===== src/rtl/seg_guard_pkg.sv =====
package seg_guard_pkg;

   typedef enum logic [3:0] {
      SK_CODE  = 4'd0,
      SK_DATA  = 4'd1,
      SK_EXTRA = 4'd2,
      SK_FSEG  = 4'd3,
      SK_GSEG  = 4'd4,
      SK_STACK = 4'd5,
      SK_DTAB  = 4'd6,
      SK_LTAB  = 4'd7,
      SK_ITAB  = 4'd8,
      SK_TASK  = 4'd9
   } seg_kind_e;

   typedef enum logic [1:0] {
      FLT_NONE  = 2'd0,
      FLT_PROT  = 2'd1,
      FLT_STACK = 2'd2,
      FLT_ALIGN = 2'd3
   } fault_e;

   // kinds from the descriptor tables upward are treated as system tables
   function automatic logic kind_is_table(input logic [3:0] k);
      return k >= SK_DTAB;
   endfunction

   // kinds whose base is ignored in 64-bit mode
   function automatic logic kind_is_flat(input logic [3:0] k);
      return (k == SK_CODE) || (k == SK_DATA) || (k == SK_EXTRA) || (k == SK_STACK);
   endfunction

endpackage


===== src/rtl/sg_canon.sv =====
module sg_canon #(
   parameter int OFF_W   = 64,
   parameter int VA_BITS = 48
) (
   input  logic [OFF_W-1:0] offset,
   output logic             canonical
);
   localparam int TOP_N = OFF_W - VA_BITS + 1;

   generate
      if (VA_BITS > OFF_W || VA_BITS < 2) begin : g_bad
         $error("sg_canon: VA_BITS must lie in 2..OFF_W");
      end
      if (VA_BITS == OFF_W) begin : g_full
         // every offset is a valid address when the address space is full width
         assign canonical = 1'b1;
      end else begin : g_sext
         logic [TOP_N-1:0] upper;
         assign upper     = offset[OFF_W-1:VA_BITS-1];
         assign canonical = (&upper) | ~(|upper);
      end
   endgenerate
endmodule


===== src/rtl/sg_align.sv =====
module sg_align #(
   parameter int OFF_W  = 64,
   parameter int SIZE_W = 2
) (
   input  logic [OFF_W-1:0]  offset,
   input  logic [SIZE_W-1:0] size_log2,
   input  logic              enable,
   output logic              misaligned
);
   localparam int MASK_W = (1 << SIZE_W) - 1;

   generate
      if (SIZE_W < 1 || MASK_W >= OFF_W) begin : g_bad
         $error("sg_align: SIZE_W out of range for OFF_W");
      end
   endgenerate

   logic [MASK_W-1:0] low_mask;

   always_comb begin
      for (int i = 0; i < MASK_W; i++) begin
         low_mask[i] = (i < int'(size_log2));
      end
   end

   assign misaligned = enable & (|(offset[MASK_W-1:0] & low_mask));
endmodule


===== src/rtl/sg_classify.sv =====
module sg_classify
   import seg_guard_pkg::*;
#(
   parameter int OFF_W = 64,
   parameter int LIM_W = 32,
   parameter int SEL_W = 16
) (
   input  logic [3:0]       kind,
   input  logic [SEL_W-1:0] sel,
   input  logic [OFF_W-1:0] base,
   input  logic [LIM_W-1:0] limit,
   input  logic             writable,
   input  logic             is_write,
   input  logic [OFF_W-1:0] offset,
   input  logic             long_act,
   input  logic             mode64,
   input  logic             canonical,
   input  logic             misaligned,
   output fault_e           fault,
   output logic [OFF_W-1:0] linear
);
   generate
      if (LIM_W > OFF_W || SEL_W < 3) begin : g_bad
         $error("sg_classify: LIM_W must not exceed OFF_W and SEL_W must exceed 2");
      end
   endgenerate

   logic   null_sel;
   logic   ro_write;
   logic   over_lim;
   logic   bound_bad;
   fault_e bound_code;

   assign null_sel = ~(|sel[SEL_W-1:2]);
   assign ro_write = is_write & ~writable;
   assign over_lim = offset > OFF_W'(limit);

   // kind- and mode-dependent boundary test
   always_comb begin
      if (kind_is_table(kind)) begin
         bound_bad  = over_lim | (long_act & ~canonical);
         bound_code = FLT_PROT;
      end else begin
         bound_bad  = mode64 ? ~canonical : over_lim;
         bound_code = (kind == SK_STACK) ? FLT_STACK : FLT_PROT;
      end
   end

   // first failing test wins
   always_comb begin
      if (null_sel)        fault = FLT_PROT;
      else if (ro_write)   fault = FLT_PROT;
      else if (bound_bad)  fault = bound_code;
      else if (misaligned) fault = FLT_ALIGN;
      else                 fault = FLT_NONE;
   end

   assign linear = (mode64 && kind_is_flat(kind)) ? offset : base + offset;
endmodule


===== src/rtl/seg_access_guard.sv =====
module seg_access_guard
   import seg_guard_pkg::*;
#(
   parameter int OFF_W   = 64,
   parameter int LIM_W   = 32,
   parameter int SEL_W   = 16,
   parameter int SIZE_W  = 2,
   parameter int VA_BITS = 48
) (
   input  logic              clk,
   input  logic              rst_n,
   input  logic              req_valid,
   input  logic [3:0]        req_kind,
   input  logic [SEL_W-1:0]  req_sel,
   input  logic [OFF_W-1:0]  req_base,
   input  logic [LIM_W-1:0]  req_limit,
   input  logic              req_writable,
   input  logic [OFF_W-1:0]  req_offset,
   input  logic [SIZE_W-1:0] req_size,
   input  logic              req_write,
   input  logic              mode_lma,
   input  logic              mode_cs_l,
   input  logic              mode_cs_d,
   input  logic              mode_am,
   input  logic              mode_ac,
   input  logic [1:0]        mode_cpl,
   output logic              rsp_valid,
   output logic [1:0]        rsp_fault,
   output logic [OFF_W-1:0]  rsp_linear
);
   logic             mode64;
   logic             align_en;
   logic             canonical;
   logic             misaligned;
   fault_e           fault_c;
   logic [OFF_W-1:0] linear_c;

   assign mode64   = mode_lma & mode_cs_l & ~mode_cs_d;
   assign align_en = mode_am & mode_ac & (mode_cpl == 2'd3);

   sg_canon #(.OFF_W(OFF_W), .VA_BITS(VA_BITS)) u_canon (
      .offset    (req_offset),
      .canonical (canonical)
   );

   sg_align #(.OFF_W(OFF_W), .SIZE_W(SIZE_W)) u_align (
      .offset     (req_offset),
      .size_log2  (req_size),
      .enable     (align_en),
      .misaligned (misaligned)
   );

   sg_classify #(.OFF_W(OFF_W), .LIM_W(LIM_W), .SEL_W(SEL_W)) u_class (
      .kind       (req_kind),
      .sel        (req_sel),
      .base       (req_base),
      .limit      (req_limit),
      .writable   (req_writable),
      .is_write   (req_write),
      .offset     (req_offset),
      .long_act   (mode_lma),
      .mode64     (mode64),
      .canonical  (canonical),
      .misaligned (misaligned),
      .fault      (fault_c),
      .linear     (linear_c)
   );

   always_ff @(posedge clk) begin
      if (!rst_n) begin
         rsp_valid  <= 1'b0;
         rsp_fault  <= FLT_NONE;
         rsp_linear <= '0;
      end else begin
         rsp_valid  <= req_valid;
         rsp_fault  <= req_valid ? fault_c : FLT_NONE;
         rsp_linear <= (req_valid && fault_c == FLT_NONE) ? linear_c : '0;
      end
   end

   a_r8_valid_follows: assert property (@(posedge clk) disable iff (!rst_n)
      req_valid |=> rsp_valid);

   a_r8_idle_quiet: assert property (@(posedge clk) disable iff (!rst_n)
      !req_valid |=> (!rsp_valid && rsp_fault == 2'd0 && rsp_linear == '0));

   a_r8_fault_no_addr: assert property (@(posedge clk) disable iff (!rst_n)
      (rsp_fault != 2'd0) |-> (rsp_linear == '0));

   a_r1_null_first: assert property (@(posedge clk) disable iff (!rst_n)
      (req_valid && req_sel[SEL_W-1:2] == '0) |=> (rsp_fault == 2'd1));

   a_r2_read_only: assert property (@(posedge clk) disable iff (!rst_n)
      (req_valid && req_write && !req_writable) |=> (rsp_fault == 2'd1));

   a_r6_align_gated: assert property (@(posedge clk) disable iff (!rst_n)
      (req_valid && !(mode_am && mode_ac && mode_cpl == 2'd3)) |=> (rsp_fault != 2'd3));

   a_r4_stack_only: assert property (@(posedge clk) disable iff (!rst_n)
      (rsp_fault == 2'd2) |-> ($past(req_kind) == 4'd5));
endmodule


===== config.mk =====
export PLATFORM = sky130hd
export DESIGN_NAME = seg_access_guard
export DESIGN_NICKNAME = d
export VERILOG_FILES = /design/src/rtl/seg_guard_pkg.sv /design/src/rtl/sg_canon.sv /design/src/rtl/sg_align.sv /design/src/rtl/sg_classify.sv /design/src/rtl/seg_access_guard.sv
export SDC_FILE = /design/constraint.sdc
export NUM_CORES = 1
export LEC_CHECK = 0
export ABC_AREA = 1
export BUFFER_PORTS_ARGS = -buffer_cell sky130_fd_sc_hd__buf_2
export CORE_ASPECT_RATIO = 0.8
export CORE_MARGIN = 2
export CORE_UTILIZATION = 30
export CTS_CLUSTER_DIAMETER = 200
export DETAILED_ROUTE_END_ITERATION = 7
export HOLD_SLACK_MARGIN = 0.12
export PLACE_DENSITY = 0.5
export SYNTH_ARGS = -nofsm -noshare
export SYNTH_HDL_FRONTEND = slang
export SYNTH_HIERARCHICAL = 1
export SYNTH_SLANG_ARGS = --single-unit

===== constraint.sdc =====
create_clock -name clk -period 5.3 [get_ports clk]
set_input_delay 1.06 -clock clk [delete_from_list [all_inputs] [get_ports clk]]
set_output_delay 1.06 -clock clk [all_outputs]
set_load 0.01 [all_outputs]

==> flow_summary_export.csv <==
group,metric,value,unit
pwr,seqPwrFrac,23.9,%
synth,yosysTopAreaCell,"nand2_1",
cells_and_area,final_cell_area,11300,µm²
synth,synth_compound_area_share,11.9,%
clock_tree,numCtsBuffers,9,
global_route,grt_max_degree,65,
synth,syn_inst,1646,
clock_tree,post_cts_resized,0,
global_route,grtUsageTotal,24.1,%
sta,finalCritPeriodShare,66.2,%
cells_and_area,antenna_cells,0,
sta,drv_slew,0,
sta,min_period,3510,ps
run_status,status,"completed",
floorplanning,die-area,32600,µm²
route,first_pass_iters,5,
synth,postSynthAreaPerCell,5.68,µm²
pwr,power_density,188,nW/µm²
synth,ys_types,39,
floorplanning,coreArea,30500,µm²
synth,synth_fa_ha_area_share,12.9,%
synth,synth_top_family_by_area,"simple AND/OR/NAND/NOR gates",
placed_design,place.gp.congestion,0.961,
sta,finalSetupViolations,0,
pwr,sw_frac_of_total,43.3,%
route,drtAntennaViolNets,0,
cells_and_area,final_cell_mix,"520 x nand2_1, 302 x inv_1, 258 x buf_2, 139 x nor2_1, 104 x a21oi_1",
synth,synth_top_area_share,20.9,%
global_route,grt_overflow,0,
route,wire_per_inst,16.9,µm
route,drt-initial-drc-count,772,
setup_path,cp.arrival,3740,ps
global_route,grt_pass1_vias,10400,
worst_hold_path,hp-start,"rst_n",
cells_and_area,final_common_cell,"nand2_1",
floorplanning,rows,57,
clock_tree,clockBufferDepth,2,
pwr,leakage,6.41,nW
setup_path,cp_max_fo,64,
pwr,power_switching,0.920,mW
route,vias_per_cell,4.74,
floorplanning,dieWidth,201,µm
pwr,clkPwrFrac,29.8,%
setup_path,crit_start,"req_offset[11]",
sta,holdWs,946,ps
pwr,pwr-share-comb,46.3,%
clock_tree,cts.htree.levels,3,
sta,final_hold_viol_count,0,
placed_design,postPlaceCellArea,11000,µm²
sta,max_slew_margin,53.2,%
route,vias,11000,
synth,syn-cell-area,9340,µm²
floorplanning,die_h,162,µm
synth,yosys.area_share.simple,44.5,%
clock_tree,cts_tree,"done",
synth,muxShareOfSynthArea,0,%
pwr,p_int,1.21,mW
setup_path,cp-end-kind,"register",
sta,tightest_slew,702,ps
placed_design,hpwlAfterDp,34400,µm
clock_tree,clkSinkCount,67,
clock_tree,clockRootBuffer,"clkbuf_16",
global_route,grt_pass1_wl,59100,µm
setup_path,crit_required,5530,ps
sta,final.setup.tns,0,ps
clock_tree,post-cts-setup-buffers,0,
synth,yosys.area_share.xor_xnor,2.44,%
clock_tree,holdBufCountCts,0,
cells_and_area,stdcell_count,2317,
sta,rsz0062_at_grt,"false",
synth,ys_seq_area_share,14.4,%
floorplanning,start_util,30.6,%
route,drc,0,
cells_and_area,syn2layout_area_growth,21.1,%
setup_path,worstSetupPathType,"in -> reg",
global_route,antenna_found_initial,0,
cells_and_area,fin_nets,2189,
synth,synth_nets,1936,
placed_design,dp_cells,2301,
setup_path,critPathLaunchType,"input pin",
cells_and_area,fin_util,37.1,%
sta,fmax,285,MHz
run,cap_viol_max_count,0,
route,drt_wl_total,39300,µm
synth,ys_warn_count,6,
clock_tree,clk_pin_slew,60,ps
placed_design,numPortBuffers,258,
synth,ys_top_cells_by_area,"nand2_1 21%, dfxtp_1 14%, ha_1 13%, inv_1 12%, nor2_1 5.6%",
pwr,ir_drop,0.162,mV
synth,ys_seq_elements,67,
floorplanning,io_pins,261,
worst_hold_path,hold_class,"in -> reg",
cells_and_area,drive_gt1_share,21.2,%
-- stage by stage --
stage          power, mW  worst slack, ps
2_1_floorplan       1.14             2480
3_3_place_gp        1.49             1460
3_5_place_dp        1.49             1440
4_1_cts             2.14             1820
5_1_grt             2.28             1490
6_report            2.13             1790
-- layout make-up --
class | count | area, µm²
fill | 3516 | 19200
clock buffer | 9 | 225
inverter | 304 | 1140
multi-input combinational | 1256 | 6710
sequential | 67 | 1340
tap | 413 | 517
timing repair buffer | 261 | 1310
clock inverter | 7 | 73.8
-- per-layer routing --
metal | up-vias | global-route usage, % | wire length, µm
li1 | 5660 | - | -
met1 | 4970 | 36.0 | 20400
met2 | 328 | 35.7 | 15800
met3 | 19 | 5.20 | 2830
met4 | 0 | 3.88 | 299
met5 | - | 0 | 0
-- cell families (layout without fill, tap and decap cells) --
kind of cell               count (synthesis)  in the layout
xor gates and xnor gates                  26             26
adders and majority gates                 96             96
AOI/OAI and AO/OA                        208            208
DFF                                       67             67
buffers and inverters                    323            581
and+or+nand+nor                          926            926
-- Yosys cell counts (all sizes together) --
master  count
nand2     554
nand3      92
a21o        7
xor2        2
o21bai      8
ha         95
fa          1
clkbuf      3
xnor2      24
nand4      23
o31ai       2
dfxtp      67
o21a        2
nand3b     11
or2         3
a22o        1
nor3       17
nor2      212
buf        16
nor4       13
nand2b      1
a21boi      1
a21oi     108
o21ai      79
inv       304
-- power groups by stage --
| stage | clock [mW] | combinational, mW | sequential [mW] |
|---|---|---|---|
| after floorplan | 0 | 0.622 | 0.522 |
| after global placement | 0 | 0.968 | 0.520 |
| after detailed placement | 0 | 0.970 | 0.520 |
| after CTS | 0.657 | 0.975 | 0.508 |
| after global routing | 0.673 | 1.10 | 0.509 |
| final | 0.633 | 0.985 | 0.508 |
-- worst paths after layout --
kind | to | slack, ps | cells after the start
max | rsp_linear[63]$_SDFF_PN0_ | 1790 | 16
min | rsp_fault[1]$_SDFF_PN0_ | 950 | 3
-- worst max-delay path, stage by stage --
cell and delay, ps:
buf_2 120, ha_1 320, a21oi_1 180, nand2_1 70, a21oi_1 340, nand2_1 210, nand2_1 100, nand2_1 50
nand2_1 130, nand2_1 110, nand3_1 100, nand2_1 60, nor2_1 200, nor2_4 80, nand2_8 490, nor2_1 90
-- registers in the layout, indices dropped and copies added, names as in the netlist --
name,cells
rsp_fault,2
rsp_linear,64
rsp_valid,1
No activity file was read; power rests on OpenSTA's default activity.
